--- src/rtl/wbd_pkg.sv ---
package wbd_pkg;
   typedef enum logic [1:0] {
      K_USR_RD = 2'b00,
      K_USR_WR = 2'b01,
      K_GC_RD  = 2'b10,
      K_GC_WR  = 2'b11
   } disp_kind_e;
endpackage

--- src/rtl/pwait_cmp.sv ---
// Decides whether the read's wait, scaled by its service time, is at least the write's.
module pwait_cmp #(
   parameter int TS_W   = 16,
   parameter int RD_SVC = 3,
   parameter int WR_SVC = 24
) (
   input  logic [TS_W-1:0] now_ts,
   input  logic [TS_W-1:0] rd_stamp,
   input  logic [TS_W-1:0] wr_stamp,
   output logic            read_wins
);
   localparam int MW = TS_W + $clog2(WR_SVC + 1);

   logic [TS_W-1:0] wait_r, wait_w;
   logic [MW-1:0]   lhs, rhs;

   // modular difference keeps waits right across a counter wrap
   assign wait_r = now_ts - rd_stamp;
   assign wait_w = now_ts - wr_stamp;

   generate
      if (WR_SVC % RD_SVC == 0) begin : g_ratio
         localparam int K = WR_SVC / RD_SVC;
         assign lhs = MW'(wait_r) * MW'(K);
         assign rhs = MW'(wait_w);
      end else begin : g_cross
         assign lhs = MW'(wait_r) * MW'(WR_SVC);
         assign rhs = MW'(wait_w) * MW'(RD_SVC);
      end
   endgenerate

   // ties favour the read
   assign read_wins = (lhs >= rhs);
endmodule

--- src/rtl/gc_burst_ctrl.sv ---
// Tracks a GC burst that runs ahead of a write and counts the items issued.
module gc_burst_ctrl #(
   parameter int BUD_W = 4
) (
   input  logic             clk,
   input  logic             rst_n,
   input  logic             start,
   input  logic [BUD_W-1:0] budget,
   input  logic             gc_fire,
   input  logic             done,
   output logic             active,
   output logic             spent
);
   logic [BUD_W-1:0] issued_q, bud_q;

   always_ff @(posedge clk) begin
      if (!rst_n) begin
         active   <= 1'b0;
         issued_q <= '0;
         bud_q    <= '0;
      end else if (start) begin
         active   <= 1'b1;
         issued_q <= BUD_W'(1);
         bud_q    <= budget;
      end else if (active) begin
         if (done)
            active <= 1'b0;
         else if (gc_fire)
            issued_q <= issued_q + BUD_W'(1);
      end
   end

   assign spent = (issued_q >= bud_q);

   // a burst never issues more than its budget
   a_r7_count_bound: assert property (@(posedge clk) disable iff (!rst_n)
      active |-> (issued_q <= bud_q));

   // a GC accepted during a burst is only possible while budget remains
   a_r7_gc_within_budget: assert property (@(posedge clk) disable iff (!rst_n)
      (active && gc_fire && !done) |=> (issued_q <= bud_q));
endmodule

--- src/rtl/wait_bal_dispatch.sv ---
module wait_bal_dispatch #(
   parameter int TS_W   = 16,
   parameter int TAG_W  = 8,
   parameter int BUD_W  = 4,
   parameter int RD_SVC = 3,
   parameter int WR_SVC = 24
) (
   input  logic             clk,
   input  logic             rst_n,
   input  logic [TS_W-1:0]  now_ts,
   input  logic             rd_valid,
   input  logic [TAG_W-1:0] rd_tag,
   input  logic [TS_W-1:0]  rd_stamp,
   input  logic             wr_valid,
   input  logic [TAG_W-1:0] wr_tag,
   input  logic [TS_W-1:0]  wr_stamp,
   input  logic             gc_rd_pend,
   input  logic [TAG_W-1:0] gc_rd_tag,
   input  logic             gc_wr_pend,
   input  logic [TAG_W-1:0] gc_wr_tag,
   input  logic [BUD_W-1:0] gc_budget,
   output logic             disp_valid,
   input  logic             disp_ready,
   output logic [1:0]       disp_kind,
   output logic [TAG_W-1:0] disp_tag
);
   import wbd_pkg::*;

   generate
      if (RD_SVC < 1 || WR_SVC <= RD_SVC) begin : g_bad_svc
         $error("service times must satisfy 0 < RD_SVC < WR_SVC");
      end
      if (TS_W < 2 || TAG_W < 1 || BUD_W < 1) begin : g_bad_width
         $error("widths too small");
      end
   endgenerate

   logic       read_wins, gc_any, fire;
   logic       burst_act, spent, start, gc_fire, done;
   logic       lock_q;
   disp_kind_e lock_kind_q, pick, gc_kind;
   logic       pick_v;

   pwait_cmp #(.TS_W(TS_W), .RD_SVC(RD_SVC), .WR_SVC(WR_SVC)) u_cmp (
      .now_ts   (now_ts),
      .rd_stamp (rd_stamp),
      .wr_stamp (wr_stamp),
      .read_wins(read_wins)
   );

   assign gc_any  = gc_rd_pend | gc_wr_pend;
   assign gc_kind = gc_rd_pend ? K_GC_RD : K_GC_WR;

   always_comb begin
      pick_v = 1'b0;
      pick   = K_USR_RD;
      if (lock_q) begin
         pick_v = 1'b1;
         pick   = lock_kind_q;
      end else if (burst_act) begin
         if (!spent && gc_any) begin
            pick_v = 1'b1;
            pick   = gc_kind;
         end else if (wr_valid) begin
            pick_v = 1'b1;
            pick   = K_USR_WR;
         end
      end else if (rd_valid && (!wr_valid || read_wins)) begin
         pick_v = 1'b1;
         pick   = K_USR_RD;
      end else if (wr_valid) begin
         pick_v = 1'b1;
         pick   = (gc_budget != '0 && gc_any) ? gc_kind : K_USR_WR;
      end
   end

   assign disp_valid = pick_v;
   assign disp_kind  = pick;
   always_comb begin
      unique case (pick)
         K_USR_RD: disp_tag = rd_tag;
         K_USR_WR: disp_tag = wr_tag;
         K_GC_RD:  disp_tag = gc_rd_tag;
         default:  disp_tag = gc_wr_tag;
      endcase
   end

   assign fire    = pick_v && disp_ready;
   assign gc_fire = fire && pick[1];
   assign start   = gc_fire && !burst_act;
   assign done    = burst_act && ((fire && pick == K_USR_WR) || !pick_v);

   gc_burst_ctrl #(.BUD_W(BUD_W)) u_burst (
      .clk    (clk),
      .rst_n  (rst_n),
      .start  (start),
      .budget (gc_budget),
      .gc_fire(gc_fire),
      .done   (done),
      .active (burst_act),
      .spent  (spent)
   );

   always_ff @(posedge clk) begin
      if (!rst_n) begin
         lock_q      <= 1'b0;
         lock_kind_q <= K_USR_RD;
      end else begin
         lock_q      <= pick_v && !disp_ready;
         lock_kind_q <= pick;
      end
   end

   // a stalled offer keeps its kind
   a_r11_hold_kind: assert property (@(posedge clk) disable iff (!rst_n)
      (disp_valid && !disp_ready) |=> (disp_valid && $stable(disp_kind)));

   // a running burst never lets a read through
   a_r9_no_read_in_burst: assert property (@(posedge clk) disable iff (!rst_n)
      burst_act |-> !(disp_valid && disp_kind == K_USR_RD));

   // a fresh GC offer needs a waiting write
   a_r12_gc_needs_write: assert property (@(posedge clk) disable iff (!rst_n)
      (disp_valid && disp_kind[1] && !burst_act && !lock_q) |-> wr_valid);

   // a lone read is always offered outside a burst
   a_r2_lone_read: assert property (@(posedge clk) disable iff (!rst_n)
      (!lock_q && !burst_act && rd_valid && !wr_valid)
         |-> (disp_valid && disp_kind == K_USR_RD));

   // an accepted GC outside a burst opens one
   a_r7_burst_opens: assert property (@(posedge clk) disable iff (!rst_n)
      (disp_valid && disp_ready && disp_kind[1] && !burst_act) |=> burst_act);
endmodule

--- config.mk ---
export PLATFORM = sky130hd
export DESIGN_NAME = wait_bal_dispatch
export DESIGN_NICKNAME = d
export VERILOG_FILES = /design/src/rtl/wbd_pkg.sv /design/src/rtl/pwait_cmp.sv /design/src/rtl/gc_burst_ctrl.sv /design/src/rtl/wait_bal_dispatch.sv
export SDC_FILE = /design/constraint.sdc
export NUM_CORES = 1
export LEC_CHECK = 0
export ABC_AREA = 1
export BUFFER_PORTS_ARGS = -buffer_cell sky130_fd_sc_hd__buf_2
export CAP_MARGIN = 20
export CORE_ASPECT_RATIO = 1.5
export CORE_UTILIZATION = 56
export DETAILED_ROUTE_END_ITERATION = 8
export PLACE_DENSITY_LB_ADDON = 0.12
export SYNTH_ARGS = -nofsm -noshare
export SYNTH_HDL_FRONTEND = slang
export SYNTH_SLANG_ARGS = --single-unit
--- constraint.sdc ---
create_clock -name clk -period 12.17 [get_ports clk]
set_clock_uncertainty 0.15 [all_clocks]
set_input_delay 1.217 -clock clk [delete_from_list [all_inputs] [get_ports clk]]
set_output_delay 1.217 -clock clk [all_outputs]
set_load 0.03 [all_outputs]
-- Word-level counts from Yosys, hierarchy flattened
Index checks and enable logic that the tools add are counted.
- input port bits: 91
- output and inout bits: 11
- register bits after elaboration: 12
- logic and storage cells: 61
- mux-type cells: 21
- order comparisons: 2
- $add $sub $neg: 3
- equality and inequality tests: 3
- bitwise operators: 3
- reduce and logical (&&, ||, !) cells: 23
- operators by type and width (cell ; count):
    16-bit subtractor ; 2
    8-bit one-hot mux with 3 select lines ; 1
    19-bit by 16-bit >= comparator with 1-bit output ; 1
    1-bit two-way mux ; 14
    2-bit two-way mux ; 6
    1-bit logical AND ; 9
    3-bit AND reduction ; 2
    1-bit zero test ; 5
    4-bit by 1-bit adder with 4-bit output (second input constant) ; 1
    4-bit >= comparator ; 1
    2-bit nonzero test ; 2
    4-bit nonzero test ; 1
    2-bit by 1-bit equality test with 1-bit output (second input constant) ; 1
    2-bit equality test (second input constant) ; 1
    2-bit zero test ; 1
    1-bit logical OR ; 2
    2-bit inequality test (second input constant) ; 1
    1-bit inverter ; 2
    2-bit OR reduction ; 1
    1-bit bitwise OR ; 1

-- Depth between registers and ports, before layout
- depth after elaboration: 14
- depth in mapped cells: 32
- mapped depth without buffers: 31

-- By module
Synthesis repeated with hierarchy kept, for this count alone.
- cell total of the unflattened synthesis: 497
- area, all modules: 2969.1 um^2
- modules (own cells, without submodules) (module ; area an instance (um^2) ; cells each ; instances ; seq. area each (um^2)):
    pwait_cmp ; 1960.6 ; 342 ; 1 ; 0.0
    wait_bal_dispatch ; 548.0 ; 92 ; 1 ; 60.1
    gc_burst_ctrl ; 460.4 ; 63 ; 1 ; 180.2

-- Least setup slack after synthesis
Ideal clock, no wire load.
- path kind: input to output
- from: input port now_ts[0]
- to: output port disp_tag[0]
- setup slack: 6123 ps
- data arrival time: 4680 ps
- stages: 29
- path through: inv_1 -> ha_1 -> fa_1 -> o21ai_1 -> nand4_1 -> nand2_1 -> nand2_1 -> o21ai_1 -> a21boi_0 -> o21ai_1 -> xnor2_1 -> ha_1 -> nand2_1 -> inv_1 -> nand2_1 -> nand2_1 -> nand2_1 -> nand2_1 -> nor2_1 -> nand2_1 -> nor2_1 -> nand3_1 -> nand2_1 -> nand2_1 -> nand2_1 -> nand2_4 -> nor2_2 -> nand2_1 -> nand4_1
- longest elaborated chain between the ends: 9
- elaborated cells on any way between the ends: 12
- those cells by class: add/sub: 2; order compare: 1; eq/ne: 2; mux: 4; reduce/logical: 3
- ends and longest elaborated chain (what ; line ; source):
    start: declaration ; wait_bal_dispatch.sv:10 ; input logic [TS_W-1:0] now_ts,
    16-bit subtractor, on equally long branches ; pwait_cmp.sv:18, pwait_cmp.sv:19 ;
    19-bit by 16-bit >= comparator with 1-bit output (*) ; pwait_cmp.sv:33 ; assign read_wins = (lhs >= rhs);
    1-bit logical OR (*) ; wait_bal_dispatch.sv:68 ; end else if (rd_valid && (!wr_valid || read_wins)) begin
    1-bit logical AND (*) ; wait_bal_dispatch.sv:68 ;
    2-bit two-way mux (*) ; wait_bal_dispatch.sv:68 ;
    2-bit two-way mux (*) ; wait_bal_dispatch.sv:60 ; end else if (burst_act) begin
    2-bit two-way mux (*) ; wait_bal_dispatch.sv:57 ; if (lock_q) begin
    2-bit equality test, or another cell as far along ; wait_bal_dispatch.sv:80 ; unique case (pick)
    8-bit one-hot mux with 3 select lines (*) ; wait_bal_dispatch.sv:80 ;
    end: declaration ; wait_bal_dispatch.sv:25 ; output logic [TAG_W-1:0] disp_tag
Mark *: on every way between the ends. The rest lies on a longest branch, timed or not.

-- Final worst setup path
- from: input port now_ts[0]
- to: output port disp_tag[2]
The elaborated chain is that of the path after synthesis.

==> impl_metrics.csv <==
group,metric,value,unit
detailed_routing,vias_per_cell,5.04,
timing,slew_violations,0,
clock_tree,cts_tree,"done",
worst_setup_path,r2r-start,"u_burst.bud_q[3]",
worst_setup_path,reg2reg_slack,9760,ps
finish,postLayoutCellArea,0.00344,mm^2
placed_design,place_hpwl,6040,um
timing,fmaxAchievable,149,MHz
detailed_routing,drc,0,
global_route,grt_pass1_vias,2949,
synthesis,synth_enable_flop_cells,0,
timing,layout_min_cycle_time,6700,ps
timing,hold_viol,0,
synthesis,synth_cell_types,36,
clock_tree,cts_resized,0,
detailed_routing,wl_per_cell,11.0,um
floorplan,io_pins,102,
job,cap_violations,0,
timing,max_slew.worst_pin.slew,570,ps
floorplan,core_region_area,0.00485,mm^2
finish,fin_nets,705,
placed_design,io_buffers,101,
worst_setup_path,slowest_delay,410,ps
synthesis,syn_inst,464,
clock_tree,cts_buffers,3,
global_route,grtUsageTotal,0.263,
finish,drive_gt1_frac,0.224,
floorplan,die-area,0.00538,mm^2
worst_setup_path,cp.arrival,5330,ps
synthesis,ys_warn_count,0,
worst_setup_path,start_kind,"input pin",
global_route,grt_max_degree,20,
placed_design,dp_slack,5470,ps
global_route,antenna_found_initial,0,
finish,area_delta_synth_final,20.8,%
synthesis,synth_top_cell_area_share,0.211,
synthesis,ys_seq_elements,12,
placed_design,place_area,0.00340,mm^2
power_and_ir_drop,ir_drop,0.0787,mV
detailed_routing,vias,3166,
synthesis,synth_area_leaders,"ha_1 (21%), nand2_1 (15%), inv_1 (11%)",
worst_setup_path,crit_fanout,19,
floorplan,initial_core_util,0.587,
worst_setup_path,crit_family,"simple AND/OR/NAND/NOR gates",
clock_tree,htree_num_levels,1,
hold_path,holdPathEnd,"u_burst.bud_q[2]",
outcome,status,"complete, no violations",
synthesis,async_flop_share,0,
hold_path,hold_depth,2,
finish,layout_commonest_cell,"nand2_1",
detailed_routing,final_antenna_net_count,0,
detailed_routing,drt_wl_total,6890,um
placed_design,place_congestion,0.833,
worst_setup_path,r2r_end,"u_burst.issued_q[2]",
worst_setup_path,r2r.worst_path.cells,12,
synthesis,synth_ff_type,"dfxtp_1",
power_and_ir_drop,p_leak,2.04,nW
timing,setup_viol,0,
clock_tree,clkSinkCount,12,
timing,slew_headroom,0.617,
floorplan,placementRows,31,
floorplan,die_h,89.3,um
worst_setup_path,cp_slowest_cell,"fa_1",
synthesis,syn-cell-area,0.00285,mm^2
hold_path,min_from,"u_burst.bud_q[2]",
synthesis,synth_area_leader_cell,"ha_1",
clock_tree,cts_buffer_depth,2,
worst_setup_path,critPathBufInv,4,
floorplan,die-width,60.2,um
clock_tree,clk_pin_slew_worst_paths,50,ps
synthesis,avgSynthCellArea,6.13,um^2
hold_path,hold_class,"reg2reg",
synthesis,syn_nets,605,
timing,rsz0062_at_grt,"false",
finish,diodes,0,
power_and_ir_drop,powerDensity,76.6,mW/mm^2
finish,final_core_util,0.709,
worst_setup_path,cp-end-kind,"output pin",
timing,fin_crit_sh,0.550,
timing,tns,0,ps
timing,timing.final.ws_setup,5470,ps
clock_tree,cts_root_buffer,"clkbuf_8",
clock_tree,postCtsSetupBuffers,0,
detailed_routing,drt_iter0_markers,96,
worst_setup_path,path_class,"in2out",
worst_setup_path,crit_top_cell,"nand2_1",
clock_tree,clk_latency,240,ps
clock_tree,cts_hold_buf,0,
worst_setup_path,required,10800,ps
global_route,grt_pass1_wl,11200,um
global_route,overflow,0,
synthesis,synth_seq_area_share,0.0844,
detailed_routing,dr.pass1.iters,4,
finish,layout_common_cells,"nand2_1 (114), buf_2 (101), inv_1 (87)",
synth_stat cells, types with 4 or more instances:
master and number:
nand2_1 114, inv_1 87, ha_1 48, nand3_1 36, a21oi_1 32, nor2_1 27
xor2_1 16, nand4_1 14, dfxtp_1 12, xnor2_1 12, nand2_2 9, o21ai_0 6
a31oi_1 5, nand3b_1 4, o21ai_1 4, o21bai_1 4
worst max path at each step:
stage                    from     endpoint  cells after the start
finish              now_ts[0]  disp_tag[2]                     31
global route        now_ts[0]  disp_tag[0]                     31
CTS                 now_ts[0]  disp_tag[2]                     31
detailed placement  now_ts[0]  disp_tag[2]                     31
global placement    now_ts[0]  disp_tag[5]                     31
floorplan           now_ts[0]  disp_tag[0]                     29
per-layer routing:
metal,vias up,track usage,wire length (um)
met4,0,0.0930,142
met3,13,0.0174,195
met1,1379,0.276,2780
li1,1706,-,-
met5,-,0,0
met2,68,0.522,3780
cell families (layout without fill, tap and decap cells):
family                     after synthesis  after routing  share of synthesized area
AOI/OAI and AO/OA                       63             63                      0.130
adders and majority gates               50             50                      0.225
DFF                                     12             12                     0.0844
and+or+nand+nor                        214            214                      0.342
xor gates and xnor gates                28             28                     0.0862
buffers and inverters                   97            195                      0.133
metrics by stage:
step	std cells	total power, mW	hold slack (ps)
2_1_floorplan	464	0.181	302
3_3_place_gp	625	0.224	314
4_1_cts	628	0.265	333
6_report	628	0.263	329
5_1_grt	628	0.291	355
3_5_place_dp	625	0.228	320
cell type report:
cell class / instances / area (um^2)
multi-input cells: 355 / 2230
fillers: 457 / 1410
repair buffers: 101 / 505
inverters: 91 / 342
flip-flops and latches: 12 / 240
well taps: 66 / 82.6
clock buffers: 3 / 41.3
power by group:
part	switching (mW)	total [mW]	leakage, nW	internal [mW]
sequential	0.00151	0.0431	0.0979	0.0416
combinational	0.110	0.184	1.93	0.0744
clock	0.0144	0.0362	0.0216	0.0218
total	0.125	0.263	2.04	0.138
worst reg2reg max path, delay by kind of cell, from the launching register on:
kind | cells | cell delay [ps]
AO/OA/AOI/OAI | 3 | 600
buffers and inverters | 2 | 110
adder cells (fa/ha/maj) | 1 | 320
flip-flops | 1 | 320
AND/OR/NAND/NOR | 6 | 790
registers in the layout (all words and copies together) (netlist names):
| register | flops |
|---|---|
| u_burst.issued_q | 4 |
| lock_q | 1 |
| u_burst.active | 1 |
| lock_kind_q | 2 |
| u_burst.bud_q | 4 |
No activity file was read; power rests on OpenSTA's default activity.
